[src/rtl/ser_rx_pkg.sv]
package ser_rx_pkg;
  localparam int unsigned EXP_MAX = 11;

  typedef struct packed {
    logic frame_full;
    logic lsb_first;
    logic pol;
    logic pha;
  } rx_cfg_t;
endpackage

[src/rtl/ser_rx_baud.sv]
module ser_rx_baud #(
  parameter int unsigned EXP_W   = 4,
  parameter int unsigned DIV_W   = 7,
  parameter int unsigned EXP_MAX = 11
) (
  input  logic             clk,
  input  logic             rst_n,
  input  logic             load_i,
  input  logic             run_i,
  input  logic [EXP_W-1:0] exp_i,
  input  logic [DIV_W-1:0] div_i,
  output logic             half_end_o
);
  localparam int unsigned PRE_W = EXP_MAX;

  logic [EXP_W-1:0] exp_q, exp_n;
  logic [DIV_W-1:0] div_q, div_n;
  logic [DIV_W-1:0] dcnt_q, dcnt_n;
  logic [PRE_W-1:0] pcnt_q, pcnt_n;
  logic [PRE_W-1:0] pmask;
  logic [EXP_W-1:0] exp_clamped;
  logic [DIV_W-1:0] div_clamped;
  logic             pre_end;

  assign exp_clamped = (exp_i > EXP_W'(EXP_MAX)) ? EXP_W'(EXP_MAX) : exp_i;
  assign div_clamped = (div_i == '0) ? DIV_W'(1) : div_i;
  assign pmask       = ~({PRE_W{1'b1}} << exp_q);
  assign pre_end     = (pcnt_q == pmask);

  always_comb begin
    exp_n      = exp_q;
    div_n      = div_q;
    dcnt_n     = dcnt_q;
    pcnt_n     = pcnt_q;
    half_end_o = 1'b0;
    if (load_i) begin
      exp_n  = exp_clamped;
      div_n  = div_clamped;
      dcnt_n = div_clamped;
      pcnt_n = '0;
    end else if (run_i) begin
      if (pre_end) begin
        pcnt_n = '0;
        if (dcnt_q == '0) begin
          dcnt_n     = div_q;
          half_end_o = 1'b1;
        end else begin
          dcnt_n = dcnt_q - 1'b1;
        end
      end else begin
        pcnt_n = pcnt_q + 1'b1;
      end
    end
  end

  always_ff @(posedge clk or negedge rst_n) begin
    if (!rst_n) begin
      exp_q  <= '0;
      div_q  <= '0;
      dcnt_q <= '0;
      pcnt_q <= '0;
    end else begin
      exp_q  <= exp_n;
      div_q  <= div_n;
      dcnt_q <= dcnt_n;
      pcnt_q <= pcnt_n;
    end
  end
endmodule

[src/rtl/ser_rx_shift.sv]
module ser_rx_shift #(
  parameter int unsigned DATA_W = 8
) (
  input  logic              clk,
  input  logic              rst_n,
  input  logic              clr_i,
  input  logic              smp_i,
  input  logic              si_i,
  input  logic              lsb_first_i,
  input  logic              full_i,
  output logic [DATA_W-1:0] word_o
);
  logic [DATA_W-1:0] sh_q, sh_n, base;

  always_comb begin
    base = clr_i ? '0 : sh_q;
    sh_n = base;
    if (smp_i) begin
      if (lsb_first_i) sh_n = {si_i, base[DATA_W-1:1]};
      else             sh_n = {base[DATA_W-2:0], si_i};
    end
  end

  always_comb begin
    if (full_i)           word_o = sh_q;
    else if (lsb_first_i) word_o = {1'b0, sh_q[DATA_W-1:1]};
    else                  word_o = {1'b0, sh_q[DATA_W-2:0]};
  end

  always_ff @(posedge clk or negedge rst_n) begin
    if (!rst_n) sh_q <= '0;
    else        sh_q <= sh_n;
  end
endmodule

[src/rtl/ser_rx_status.sv]
module ser_rx_status #(
  parameter int unsigned DATA_W = 8
) (
  input  logic              clk,
  input  logic              rst_n,
  input  logic              done_i,
  input  logic [DATA_W-1:0] word_i,
  input  logic              rd_ack_i,
  input  logic              ovf_clr_i,
  output logic [DATA_W-1:0] data_o,
  output logic              irq_o,
  output logic              ovf_o
);
  logic [DATA_W-1:0] data_q, data_n;
  logic              irq_q, unread_q, unread_n, ovf_q, ovf_n, still_unread;

  always_comb begin
    still_unread = unread_q & ~rd_ack_i;
    data_n       = done_i ? word_i : data_q;
    unread_n     = done_i | still_unread;
    ovf_n        = (ovf_q & ~ovf_clr_i) | (done_i & still_unread);
  end

  always_ff @(posedge clk or negedge rst_n) begin
    if (!rst_n) begin
      data_q   <= '0;
      irq_q    <= 1'b0;
      unread_q <= 1'b0;
      ovf_q    <= 1'b0;
    end else begin
      data_q   <= data_n;
      irq_q    <= done_i;
      unread_q <= unread_n;
      ovf_q    <= ovf_n;
    end
  end

  assign data_o = data_q;
  assign irq_o  = irq_q;
  assign ovf_o  = ovf_q;
endmodule

[src/rtl/ser_rx_master.sv]
module ser_rx_master
  import ser_rx_pkg::*;
#(
  parameter int unsigned DATA_W = 8,
  parameter int unsigned EXP_W  = 4,
  parameter int unsigned DIV_W  = 7
) (
  input  logic              clk,
  input  logic              rst_n,
  input  logic              start_i,
  input  logic              frame8_i,
  input  logic              lsb_first_i,
  input  logic              clk_inv_i,
  input  logic              early_phase_i,
  input  logic [EXP_W-1:0]  presc_exp_i,
  input  logic [DIV_W-1:0]  div_n_i,
  input  logic              si_i,
  input  logic              rd_ack_i,
  input  logic              ovf_clr_i,
  output logic              sck_o,
  output logic              busy_o,
  output logic [DATA_W-1:0] rx_data_o,
  output logic              done_irq_o,
  output logic              ovf_o
);
  localparam int unsigned HALF_W    = $clog2(2 * DATA_W);
  localparam int unsigned LAST_FULL = 2 * DATA_W - 1;
  localparam int unsigned LAST_SHRT = 2 * DATA_W - 3;

  rx_cfg_t           cfg_q, cfg_n;
  logic              busy_q, busy_n;
  logic              sck_q, sck_n;
  logic [HALF_W-1:0] half_q, half_n, last_half;
  logic              start_go, half_end, smp, done;
  logic              lsb_sel, full_sel;
  logic [DATA_W-1:0] word;

  assign start_go  = start_i & ~busy_q;
  assign last_half = cfg_q.frame_full ? HALF_W'(LAST_FULL) : HALF_W'(LAST_SHRT);
  assign lsb_sel   = start_go ? lsb_first_i : cfg_q.lsb_first;
  assign full_sel  = cfg_q.frame_full;

  function automatic logic sck_level(input rx_cfg_t c, input logic h_odd);
    return c.pol ^ (c.pha ? h_odd : ~h_odd);
  endfunction

  always_comb begin
    cfg_n  = cfg_q;
    busy_n = busy_q;
    half_n = half_q;
    sck_n  = sck_q;
    smp    = 1'b0;
    done   = 1'b0;
    if (start_go) begin
      cfg_n.frame_full = frame8_i;
      cfg_n.lsb_first  = lsb_first_i;
      cfg_n.pol        = clk_inv_i;
      cfg_n.pha        = early_phase_i;
      busy_n           = 1'b1;
      half_n           = '0;
      sck_n            = clk_inv_i ^ ~early_phase_i;
      smp              = 1'b1;
    end else if (busy_q) begin
      if (half_end) begin
        if (half_q == last_half) begin
          busy_n = 1'b0;
          sck_n  = cfg_q.pol;
          done   = 1'b1;
        end else begin
          half_n = half_q + 1'b1;
          sck_n  = sck_level(cfg_q, ~half_q[0]);
          smp    = half_q[0];
        end
      end
    end else begin
      sck_n = clk_inv_i;
    end
  end

  always_ff @(posedge clk or negedge rst_n) begin
    if (!rst_n) begin
      cfg_q  <= '0;
      busy_q <= 1'b0;
      half_q <= '0;
      sck_q  <= 1'b0;
    end else begin
      cfg_q  <= cfg_n;
      busy_q <= busy_n;
      half_q <= half_n;
      sck_q  <= sck_n;
    end
  end

  ser_rx_baud #(
    .EXP_W  (EXP_W),
    .DIV_W  (DIV_W),
    .EXP_MAX(EXP_MAX)
  ) u_baud (
    .clk       (clk),
    .rst_n     (rst_n),
    .load_i    (start_go),
    .run_i     (busy_q),
    .exp_i     (presc_exp_i),
    .div_i     (div_n_i),
    .half_end_o(half_end)
  );

  ser_rx_shift #(.DATA_W(DATA_W)) u_shift (
    .clk        (clk),
    .rst_n      (rst_n),
    .clr_i      (start_go),
    .smp_i      (smp),
    .si_i       (si_i),
    .lsb_first_i(lsb_sel),
    .full_i     (full_sel),
    .word_o     (word)
  );

  ser_rx_status #(.DATA_W(DATA_W)) u_status (
    .clk      (clk),
    .rst_n    (rst_n),
    .done_i   (done),
    .word_i   (word),
    .rd_ack_i (rd_ack_i),
    .ovf_clr_i(ovf_clr_i),
    .data_o   (rx_data_o),
    .irq_o    (done_irq_o),
    .ovf_o    (ovf_o)
  );

  assign sck_o  = sck_q;
  assign busy_o = busy_q;
endmodule

[config.mk]
export PLATFORM = sky130hd
export DESIGN_NAME = ser_rx_master
export DESIGN_NICKNAME = d
export VERILOG_FILES = /design/src/rtl/ser_rx_pkg.sv /design/src/rtl/ser_rx_baud.sv /design/src/rtl/ser_rx_shift.sv /design/src/rtl/ser_rx_status.sv /design/src/rtl/ser_rx_master.sv
export SDC_FILE = /design/constraint.sdc
export NUM_CORES = 1
export LEC_CHECK = 0
export ABC_AREA = 1
export BUFFER_PORTS_ARGS = -buffer_cell sky130_fd_sc_hd__buf_2
export CORE_MARGIN = 3
export CORE_UTILIZATION = 25
export CTS_CLUSTER_SIZE = 8
export DETAILED_ROUTE_END_ITERATION = 7
export PLACE_DENSITY = 0.51
export SYNTH_ARGS = -nofsm -noshare
export SYNTH_HDL_FRONTEND = slang
export SYNTH_SLANG_ARGS = --single-unit
export TNS_END_PERCENT = 5
[constraint.sdc]
create_clock -name clk -period 2.1 [get_ports clk]
set_input_delay 0.42 -clock clk [delete_from_list [all_inputs] [get_ports clk]]
set_output_delay 0.42 -clock clk [all_outputs]
set_load 0.01 [all_outputs]
==> results.toml, run 1 <==
[place]
routabilityCongestion = 0.9281
portBuffers = 32
dp_hpwl_um = 6134
dpl.cell_count = 645

[clock_tree]
clk_pin_slew_worst_paths_ps = 60
root_buffer = "clkbuf_16"
hold_buffers = 0
htreeDepth = 3
cts_setup_buffers = 0
max-clock-path-buffers = 2
clock_latency_ps = 340
cts_buffers = 9
cts.sinks = 58
cts_tree = "done"

[worst_setup_path]
start_kind = "flop"
crit_family = "simple AND/OR/NAND/NOR gates"
r2r-start = "u_baud.dcnt_q[0]"
worstSetupEndpointType = "flop"
arrival_ps = 2150
worst_path_most_repeated_cell = "nand2_1"
critPathBufInv = 1
slowest_stage = "dfrtp_1"
crit_fanout = 10
cpPeakStageDelay_ps = 370
worst-r2r-cell-count = 10
crit_chain = "inv_1, ha_1, nor3b_2, nand2_1, nor2_2, nand4_2, nand2_4, nand2_2, nand3_1, nand2_1"
crit_required_ps = 2330
crit_type = "flop to flop"
timing.rr.end = "u_shift.sh_q[7]"
ff2ff_setup_slack_ps = 180

[pwr]
p_per_area_nw_per_um2 = 961.5
leakage_nw = 2.021
combPwrFrac_pct = 21.2
p_switching_mw = 1.228
p_clk_share_pct = 41.7
pwr-share-seq_pct = 37.1
swShare_pct = 31.12
intPower_mw = 2.719
ir_worst_vdd_v = 0.0004422

[timing]
hold_violations = 0
tns_ps = 0
setup_viol = 0
fmax_mhz = 520.1
finClkSkew_ps = 7.126
period_share_pct = 91.56
max-slew-margin-rel_pct = 57.35
tightestPinTransition_ps = 634.9
fin_hold_ws_ps = 68.75
rsz0062_at_grt = "false"
period_needed_ps = 1923
drv_slew = 0

[finish]
num_antenna_cells = 0
post_route_cells_drive_above_1_share_pct = 19.84
nFillCells = 1359
finalNetCount = 508
instances_no_fill = 661
synthToLayoutAreaGrowth_pct = 22.47

[logic_synthesis]
synthTopCellsByArea = "dfrtp_1 (43%), nand2_1 (15%), nand3_1 (6.9%), o21ai_0 (4.9%), inv_1 (4.6%)"
synth_fp_nets = 463
yosys.area.top_type_share_pct = 43.30
synth_top_family_by_area = "simple AND/OR/NAND/NOR gates"
syn_area_per_cell_um2 = 7.635
syn_inst = 439
synth_top_area_cell = "dfrtp_1"
synth.most_common_cell = "nand2_1"
yosys_warnings = 0
synth_area_um2 = 3352
synth-xor-area-share_pct = 3.397
synth_ff_type = "dfrtp_1"
synth.distinct_cells = 39
ys_top_cells_by_count = "nand2_1 (134), dfrtp_1 (58), nand3_1 (46)"
yosys_register_bits = 58
async_flop_share_pct = 100.0
synth_compound_area_share_pct = 10.45
synth-seq-area-share_pct = 43.30
muxShareOfSynthArea_pct = 0
synth_simple_gate_area_share_pct = 33.86
synth_fa_ha_area_share_pct = 1.120
synth_edf_count = 0

[detailed_routing]
wire_per_inst_um = 12.65
dr.pass1.iters = 4
post-route-drc-count = 0
wirelength_um = 8359
route.vias.total = 2981
dr.first_iter.drc_count = 192
ant_nets = 0
viasPerCell = 4.510

[global_routing]
grtUsageTotal_pct = 12.20
first_global_vias = 2887
antenna_found_initial = 0
grt_pass1_wl_um = 14200
grt_max_degree = 59
overflow = 0

[die]
core-area_um2 = 12880
die_area_um2 = 14830
num_rows = 41
die_y_um = 121.8
initial_core_util_pct = 26.03
die_x_um = 121.8
pin_count = 33

[run]
maxCapViolCount = 0

[status]
status = "finished clean"

[min_path]
hold_class = "primary input to async pin"
repair_timing:
action                     CTS  global route
resized for setup            0             5
hold endpoints to repair     0             0
setup endpoints to repair    0            17
worst max-delay path by stage:
stage / startpoint / endpoint / slack, ps / cells after the start
after floorplan: u_baud.dcnt_q[0] / half_q[2] / 280 / 11
after global placement: start_i / u_status.data_o[3] / 140 / 10
after detailed placement: start_i / u_status.data_o[3] / 140 / 10
final: u_baud.dcnt_q[0] / u_shift.sh_q[7] / 180 / 10
after CTS: u_baud.dcnt_q[0] / u_status.data_o[3] / 120 / 10
after global routing: u_baud.dcnt_q[0] / u_baud.dcnt_q[3] / 1 / 13
layout by cell type (no fill, tap or decap), types with 2 or more instances in the layout:
cell / n
clkbuf_16: 9
bufinv_16: 2
nor2_8: 2
xnor2_1: 3
nor3_1: 3
nor2_2: 5
xor2_1: 10
nand4_1: 4
ha_1: 3
a21oi_1: 5
nor2_1: 27
clkinv_2: 2
o21ai_2: 5
nand3_2: 3
nand2_1: 134
o22ai_1: 6
nor2_4: 3
o31ai_1: 3
nor4_1: 2
o21ai_1: 6
nand2_2: 4
nand3_1: 46
buf_4: 12
inv_1: 41
inv_2: 6
nand2_4: 3
buf_2: 32
dfrtp_1: 57
clkbuf_8: 2
or2_0: 4
o21ai_0: 32
area by class of cell:
type | instances | area [um^2] | area share, %
clock buffers | 12 | 256.5 | 6.248
clock inverters | 4 | 73.82 | 1.798
inverters | 49 | 187.7 | 4.572
multi-input cells | 321 | 1649 | 40.17
flip-flops and latches | 58 | 1453 | 35.39
well taps | 172 | 215.2 | 5.242
repair buffers | 45 | 270.3 | 6.583
logic make-up (layout without fill, tap and decap cells):
group	count (synthesis)	count (layout)
and+or+nand+nor	244	244
AOI/OAI and AO/OA	61	61
buffers and inverters	60	110
DFF	58	58
xor gates and xnor gates	13	13
adders and majority gates	3	3
power groups by stage:
stage               sequential, mW  clock, mW  combinational, mW
floorplan                     1.42          0              0.653
global placement              1.47          0              0.828
detailed placement            1.47          0              0.838
CTS                           1.46       1.69              0.843
global route                  1.48       1.75              0.984
finish                        1.46       1.65              0.837
per-layer routing:
metal	global-route usage [%]	wire, um	vias to the layer above
met1	16.55	4100	1407
met5	0	0	-
met4	4.412	151	0
met3	3.853	402	12
met2	18.30	3704	49
li1	-	-	1513
sequential cells by signal, indices dropped and copies added (netlist names):
signal             cells
sck_o                  1
u_baud.dcnt_q          7
u_status.data_o        8
u_status.ovf_o         1
u_status.irq_o         1
cfg_q                  3
half_q                 4
u_status.unread_q      1
busy_o                 1
u_baud.pcnt_q         11
u_baud.div_q           7
full_sel               1
u_baud.exp_q           4
u_shift.sh_q           8
through the flow:
step | worst slack (ps) | cell area, um^2 | total power, mW | utilization [%]
2_1_floorplan | 283.0 | 3352 | 2.072 | -
3_3_place_gp | 139.8 | 3761 | 2.303 | 29.21
3_5_place_dp | 141.6 | 3761 | 2.312 | 29.21
4_1_cts | 118.1 | 4091 | 3.988 | 31.78
5_1_grt | 1.401 | 4105 | 4.216 | 31.88
6_report | 177.2 | 4105 | 3.947 | 31.88
Power figures use the tool's default switching activity.
==> inputs of run 2 (changes only) <==
--- a/config.mk
+++ b/config.mk
@@ -11,7 +11,7 @@
 export CORE_UTILIZATION = 25
 export CTS_CLUSTER_SIZE = 8
 export DETAILED_ROUTE_END_ITERATION = 7
-export PLACE_DENSITY = 0.51
+export RECOVER_POWER = 100
 export SYNTH_ARGS = -nofsm -noshare
 export SYNTH_HDL_FRONTEND = slang
 export SYNTH_SLANG_ARGS = --single-unit
==> run 2 against run 1 <==
Register-to-register slack about the same. Sequential share of layout area rose by 1.1 points. Clock skew barely moved. Clock power fell by 12%. Worst hold slack improved by 190 ps. Final cell count shrank 0.61%. Maximum frequency decreased by 0.72%. Die area is the same.
==> results.toml, run 2 (same netlist as run 1, synthesis figures left out) <==
[status]
status = "finished clean"

[place]
dp_hpwl_um = 5929
portBuffers = 32
routabilityCongestion = 0.9067

[detailed_routing]
ant_nets = 0
dr.first_iter.drc_count = 169
dr.pass1.iters = 4
route.vias.total = 2975
wirelength_um = 7989
wire_per_inst_um = 12.16
post-route-drc-count = 0
viasPerCell = 4.528

[worst_setup_path]
critPathBufInv = 2
cp.depth = 10
worst_path_most_repeated_cell = "nand2_1"
cpPeakStageDelay_ps = 380
ff2ff_setup_slack_ps = 160
worstSetupEndpointType = "flop"
crit_required_ps = 2370
r2r-start = "u_baud.dcnt_q[0]"
timing.rr.end = "u_status.data_o[2]"
arrival_ps = 2210
crit_chain = "inv_1, ha_1, nor3b_2, nand2_1, nor2_1, nand4_2, nor2_2, buf_4, nand3_1, nand2_1"
slowest_stage = "dfrtp_1"
startpoint = "u_baud.dcnt_q[0]"
crit_fanout = 8
crit_family = "simple AND/OR/NAND/NOR gates"
crit_type = "flop to flop"
worst-r2r-cell-count = 10
start_kind = "flop"

[die]
pin_count = 33
core-area_um2 = 12880
num_rows = 41
die_x_um = 121.8
die_y_um = 121.8
initial_core_util_pct = 26.03
die_area_um2 = 14830

[timing]
finClkSkew_ps = 7.076
setup_viol = 0
rsz0062_at_grt = "true"
tns_ps = 0
max-slew-margin-rel_pct = 12.21
hold_violations = 0
period_share_pct = 92.23
drv_slew = 0
tightestPinTransition_ps = 1317
period_needed_ps = 1937
fmax_mhz = 516.3

[clock_tree]
cts_buffers = 9
cts.sinks = 58
hold_buffers = 0
clock_latency_ps = 330
root_buffer = "clkbuf_16"
htreeDepth = 3
clk_pin_slew_worst_paths_ps = 50
max-clock-path-buffers = 2
cts_tree = "done"

[pwr]
power_mw = 3.722
ir_worst_vdd_v = 0.0003436
leakage_nw = 1.935
p_per_area_nw_per_um2 = 936.4

[finish]
largest_register = "u_baud.pcnt_q"
largest_register_ffs = 11
finalNetCount = 504
layout_common_cells = "nand2_1 (134), dfrtp_1 (58), nand3_1 (47)"
post_route_cells_drive_above_1_share_pct = 15.88
num_antenna_cells = 0
synthToLayoutAreaGrowth_pct = 18.59
layout_commonest_cell = "nand2_1"

[run]
maxCapViolCount = 0

[min_path]
whs_path_depth = 2
hold_start = "ovf_clr_i"
worst_hold_path.endpoint = "u_status.ovf_o"
hold_class = "primary input to flop"

[global_routing]
grtUsageTotal_pct = 11.77
first_global_vias = 2946
grt_max_degree = 36
grt_pass1_wl_um = 13790
overflow = 0
antenna_found_initial = 0
run 2: cell count changes in the layout (fill, tap and decap cells not counted), sizes merged:
| cell | previous run | this run |
|---|---|---|
| buf | 45 | 25 |
| clkbuf | 12 | 25 |
| clkinvlp | 0 | 5 |
| bufinv | 2 | 1 |
| clkinv | 3 | 2 |
run 2: power by group:
part	internal [mW]	leakage [nW]	total (mW)	switching [mW]
clock	0.911	0.133	1.45	0.536
combinational	0.325	1.10	0.816	0.492
sequential	1.28	0.705	1.46	0.176
total	2.52	1.94	3.72	1.20
run 2: routing by layer:
metal  up-vias  wire length [um]  global-route usage, %
met4         0               241                  5.322
met5         -                 0                      0
met3        19               367                  3.760
met1      1382              3646                  14.62
met2        66              3734                  18.68
li1       1508                 -                      -
run 2: layout make-up:
type	instances	area, um^2
Clock inverter	7	70.07
Inverter	49	185.2
Tap cell	172	215.2
Sequential cell	58	1451
Clock buffer	9	225.2
Multi-Input combinational cell	321	1624
Fill cell	1371	8901
Timing Repair Buffer	41	203.9
run 2: timing repair:
action                     4_1_cts  5_1_grt
setup endpoints to repair        0        3
buffers inserted                 0        0
resized for setup                0        0
run 2: stage by stage:
step / instance area (um^2) / setup slack [ps] / std cells / util [%] / hold slack (ps)
global placement: 3731 / 169.4 / 641 / 28.98 / 453.9
global route: 3975 / -27.16 / 657 / 30.87 / 254.7
finish: 3975 / 163.2 / 657 / 30.87 / 256.1
floorplan: 3352 / 283.0 / 439 / - / 124.4
CTS: 4026 / 139.3 / 657 / 31.27 / 113.5
detailed placement: 3731 / 167.0 / 641 / 28.98 / 452.8
run 2: worst max path at each step:
stage | to | slack (ps)
3_3_place_gp | u_status.data_o[2] | 170
4_1_cts | u_status.data_o[2] | 140
5_1_grt | u_status.data_o[7] | -30
2_1_floorplan | half_q[2] | 280
3_5_place_dp | u_status.data_o[1] | 170
6_report | u_status.data_o[2] | 160
==> inputs of run 3 (changes only) <==
--- a/config.mk
+++ b/config.mk
@@ -14,5 +14,6 @@
 export RECOVER_POWER = 100
 export SYNTH_ARGS = -nofsm -noshare
 export SYNTH_HDL_FRONTEND = slang
+export SYNTH_HIERARCHICAL = 1
 export SYNTH_SLANG_ARGS = --single-unit
 export TNS_END_PERCENT = 5
==> run 3 against run 2 <==
Routed wire length increased by 0.79%. Register-to-register slack got worse by 140 ps. Design area increased by 6.2%. Sequential power about the same. Die area increased by 1.7%. Via count increased by 5.2%. Final cell count increased by 4.9%. Utilization increased by 0.89 points. Synthesized area increased by 1.8%. Combinational power increased by 5.9%. Clock skew about the same. Worst hold slack improved by 20 ps. Critical path type unchanged. Critical endpoint is now u_shift/sh_q[7]. Largest power group unchanged. Highest routed layer unchanged.
==> results.toml, run 3 <==
[worst_setup_path]
slowest_stage = "dfrtp_2"
crit_required_ps = 2310
startpoint = "u_baud/exp_q[3]"
start_kind = "flop"
worstSetupEndpointType = "flop"
arrival_ps = 2280
crit_chain = "nor2_4, nand3b_1, nand2_1, nand2_1, nor2_1, nand3_2, nor3b_4, nand2_4, clkinv_4, nand3_4, nand2_4, inv_6, a21oi_2, a21oi_1"
crit_fanout = 8
r2r-start = "u_baud/exp_q[3]"
crit_type = "flop to flop"
cpPeakStageDelay_ps = 460

[clock_tree]
clock_latency_ps = 320
htreeDepth = 3
max-clock-path-buffers = 2
hold_buffers = 0
cts.sinks = 58
clk_pin_slew_worst_paths_ps = 50
root_buffer = "clkbuf_16"
cts_tree = "done"
cts_buffers = 9

[logic_synthesis]
synth_top_area_cell = "dfrtp_1"
yosys_register_bits = 58
synth_fp_nets = 477
syn_inst = 453
async_flop_share_pct = 100.0
synth_ff_type = "dfrtp_1"
synth_area_um2 = 3412
synth.most_common_cell = "nand2_1"
synth-seq-area-share_pct = 42.54
yosys.area.top_type_share_pct = 42.54
synth.distinct_cells = 37
synthTopCellsByArea = "dfrtp_1 (43%), nand2_1 (17%), nand3_1 (7.8%), inv_1 (4.5%), nor2_1 (3.3%)"
syn_area_per_cell_um2 = 7.532
synth_edf_count = 0
yosys_warnings = 6
ys_top_cells_by_count = "nand2_1 (157), dfrtp_1 (58), nand3_1 (53)"

[finish]
layout_commonest_cell = "nand2_1"
finalNetCount = 532
layout_common_cells = "nand2_1 (156), dfrtp_1 (54), nand3_1 (50)"
post_route_cells_drive_above_1_share_pct = 20.27
nFillCells = 1401
synthToLayoutAreaGrowth_pct = 23.76
num_antenna_cells = 0
largest_register = "u_baud/pcnt_q"
largest_register_ffs = 11
instances_no_fill = 689

[timing]
tns_ps = 0
period_needed_ps = 2074
max-slew-margin-rel_pct = 27.75
fin_hold_ws_ps = 276.0
hold_violations = 0
fmax_mhz = 482.1
rsz0062_at_grt = "true"
period_share_pct = 98.78
setup_viol = 0
drv_slew = 0
tightestPinTransition_ps = 1084
finClkSkew_ps = 7.348

[pwr]
p_per_area_nw_per_um2 = 879.4
leakage_nw = 2.085
power_mw = 3.714
ir_worst_vdd_v = 0.0004332

[die]
die_area_um2 = 15090
num_rows = 42
die_y_um = 122.8
pin_count = 33
die_x_um = 122.8
core-area_um2 = 13300
initial_core_util_pct = 25.66

[detailed_routing]
routed.top_layer = "met4"
ant_nets = 0
wl_met2_um = 4108
post-route-drc-count = 0
wirelength_um = 8052
route.vias.total = 3131
wire_per_inst_um = 11.69
dr.first_iter.drc_count = 146
wl_met1_um = 3542
dr.pass1.iters = 5
wl_met3_um = 355
viasPerCell = 4.544

[global_routing]
antenna_found_initial = 0
first_global_vias = 3014
overflow = 0
grtUsageTotal_pct = 11.27
grt_pass1_wl_um = 13790
grt_max_degree = 22

[min_path]
hold_class = "primary input to async pin"

[place]
dp_hpwl_um = 6013
dpl.cell_count = 670
routabilityCongestion = 0.8913
portBuffers = 32

[run]
maxCapViolCount = 0

[status]
status = "finished clean"
-- run 3: report_power, final --
part	switching, mW	internal (mW)
clock	0.502	0.908
combinational	0.508	0.356
sequential	0.162	1.28
-- run 3: stage by stage --
stage	cell area [um^2]	util, %	setup slack [ps]
2_1_floorplan	3461	-	0.3950
4_1_cts	4217	31.71	14.44
5_1_grt	4223	31.76	-170.4
3_5_place_dp	3913	29.43	-40.98
6_report	4223	31.76	25.64
3_3_place_gp	3913	29.43	-13.84
-- run 3: path summary, 6_finish.rpt --
path	to	slack (ps)	cells past startpoint
max	u_shift/sh_q[7]	30	14
min	u_status/data_o[6]	280	1
max reg2reg	u_shift/sh_q[7]	30	14
min reg2reg	u_baud/div_q[6]	460	2
max in group asynchronous	busy_o	670	2
min in group clk	full_sel	320	3
-- run 3: cell families (layout without fill, tap and decap cells) --
logic type	after synthesis	after routing	synth area share [%]
simple gates	267	267	35.13
buf+inv	61	121	8.691
fa+ha+maj	3	3	1.100
compound gates	50	50	8.948
xor+xnor	14	14	3.594
flops	58	58	42.54
-- run 3: final cells by class --
class / count / area [um^2] / share of cell area (%)
flip-flops and latches: 58 / 1456 / 34.49
clock inverters: 6 / 57.56 / 1.363
well taps: 176 / 220.2 / 5.215
inverters: 47 / 196.4 / 4.652
repair buffers: 58 / 347.8 / 8.237
multi-input cells: 334 / 1715 / 40.62
clock buffers: 10 / 229.0 / 5.422
-- run 3: critical path: cells and delay by family (launching register included) --
| family | cells | cell delay [ps] |
|---|---|---|
| compound gates | 2 | 170 |
| flops | 1 | 460 |
| buf+inv | 2 | 130 |
| simple gates | 10 | 1210 |
-- run 3: what timing repair did --
| action | 4_1_cts | 5_1_grt |
|---|---|---|
| setup buffers | 1 | 2 |
| pin swaps | 2 | 8 |
| endpoints found under the setup margin | 16 | 24 |
| gates cloned | 0 | 0 |
| resized for setup | 4 | 7 |
-- run 3: metal layers --
layer  track usage, %  vias to the layer above
li1                 -                     1566
met1            14.31                     1482
met2            19.17                       76
met3            2.535                        7
met4            3.219                        0
met5                0                        -
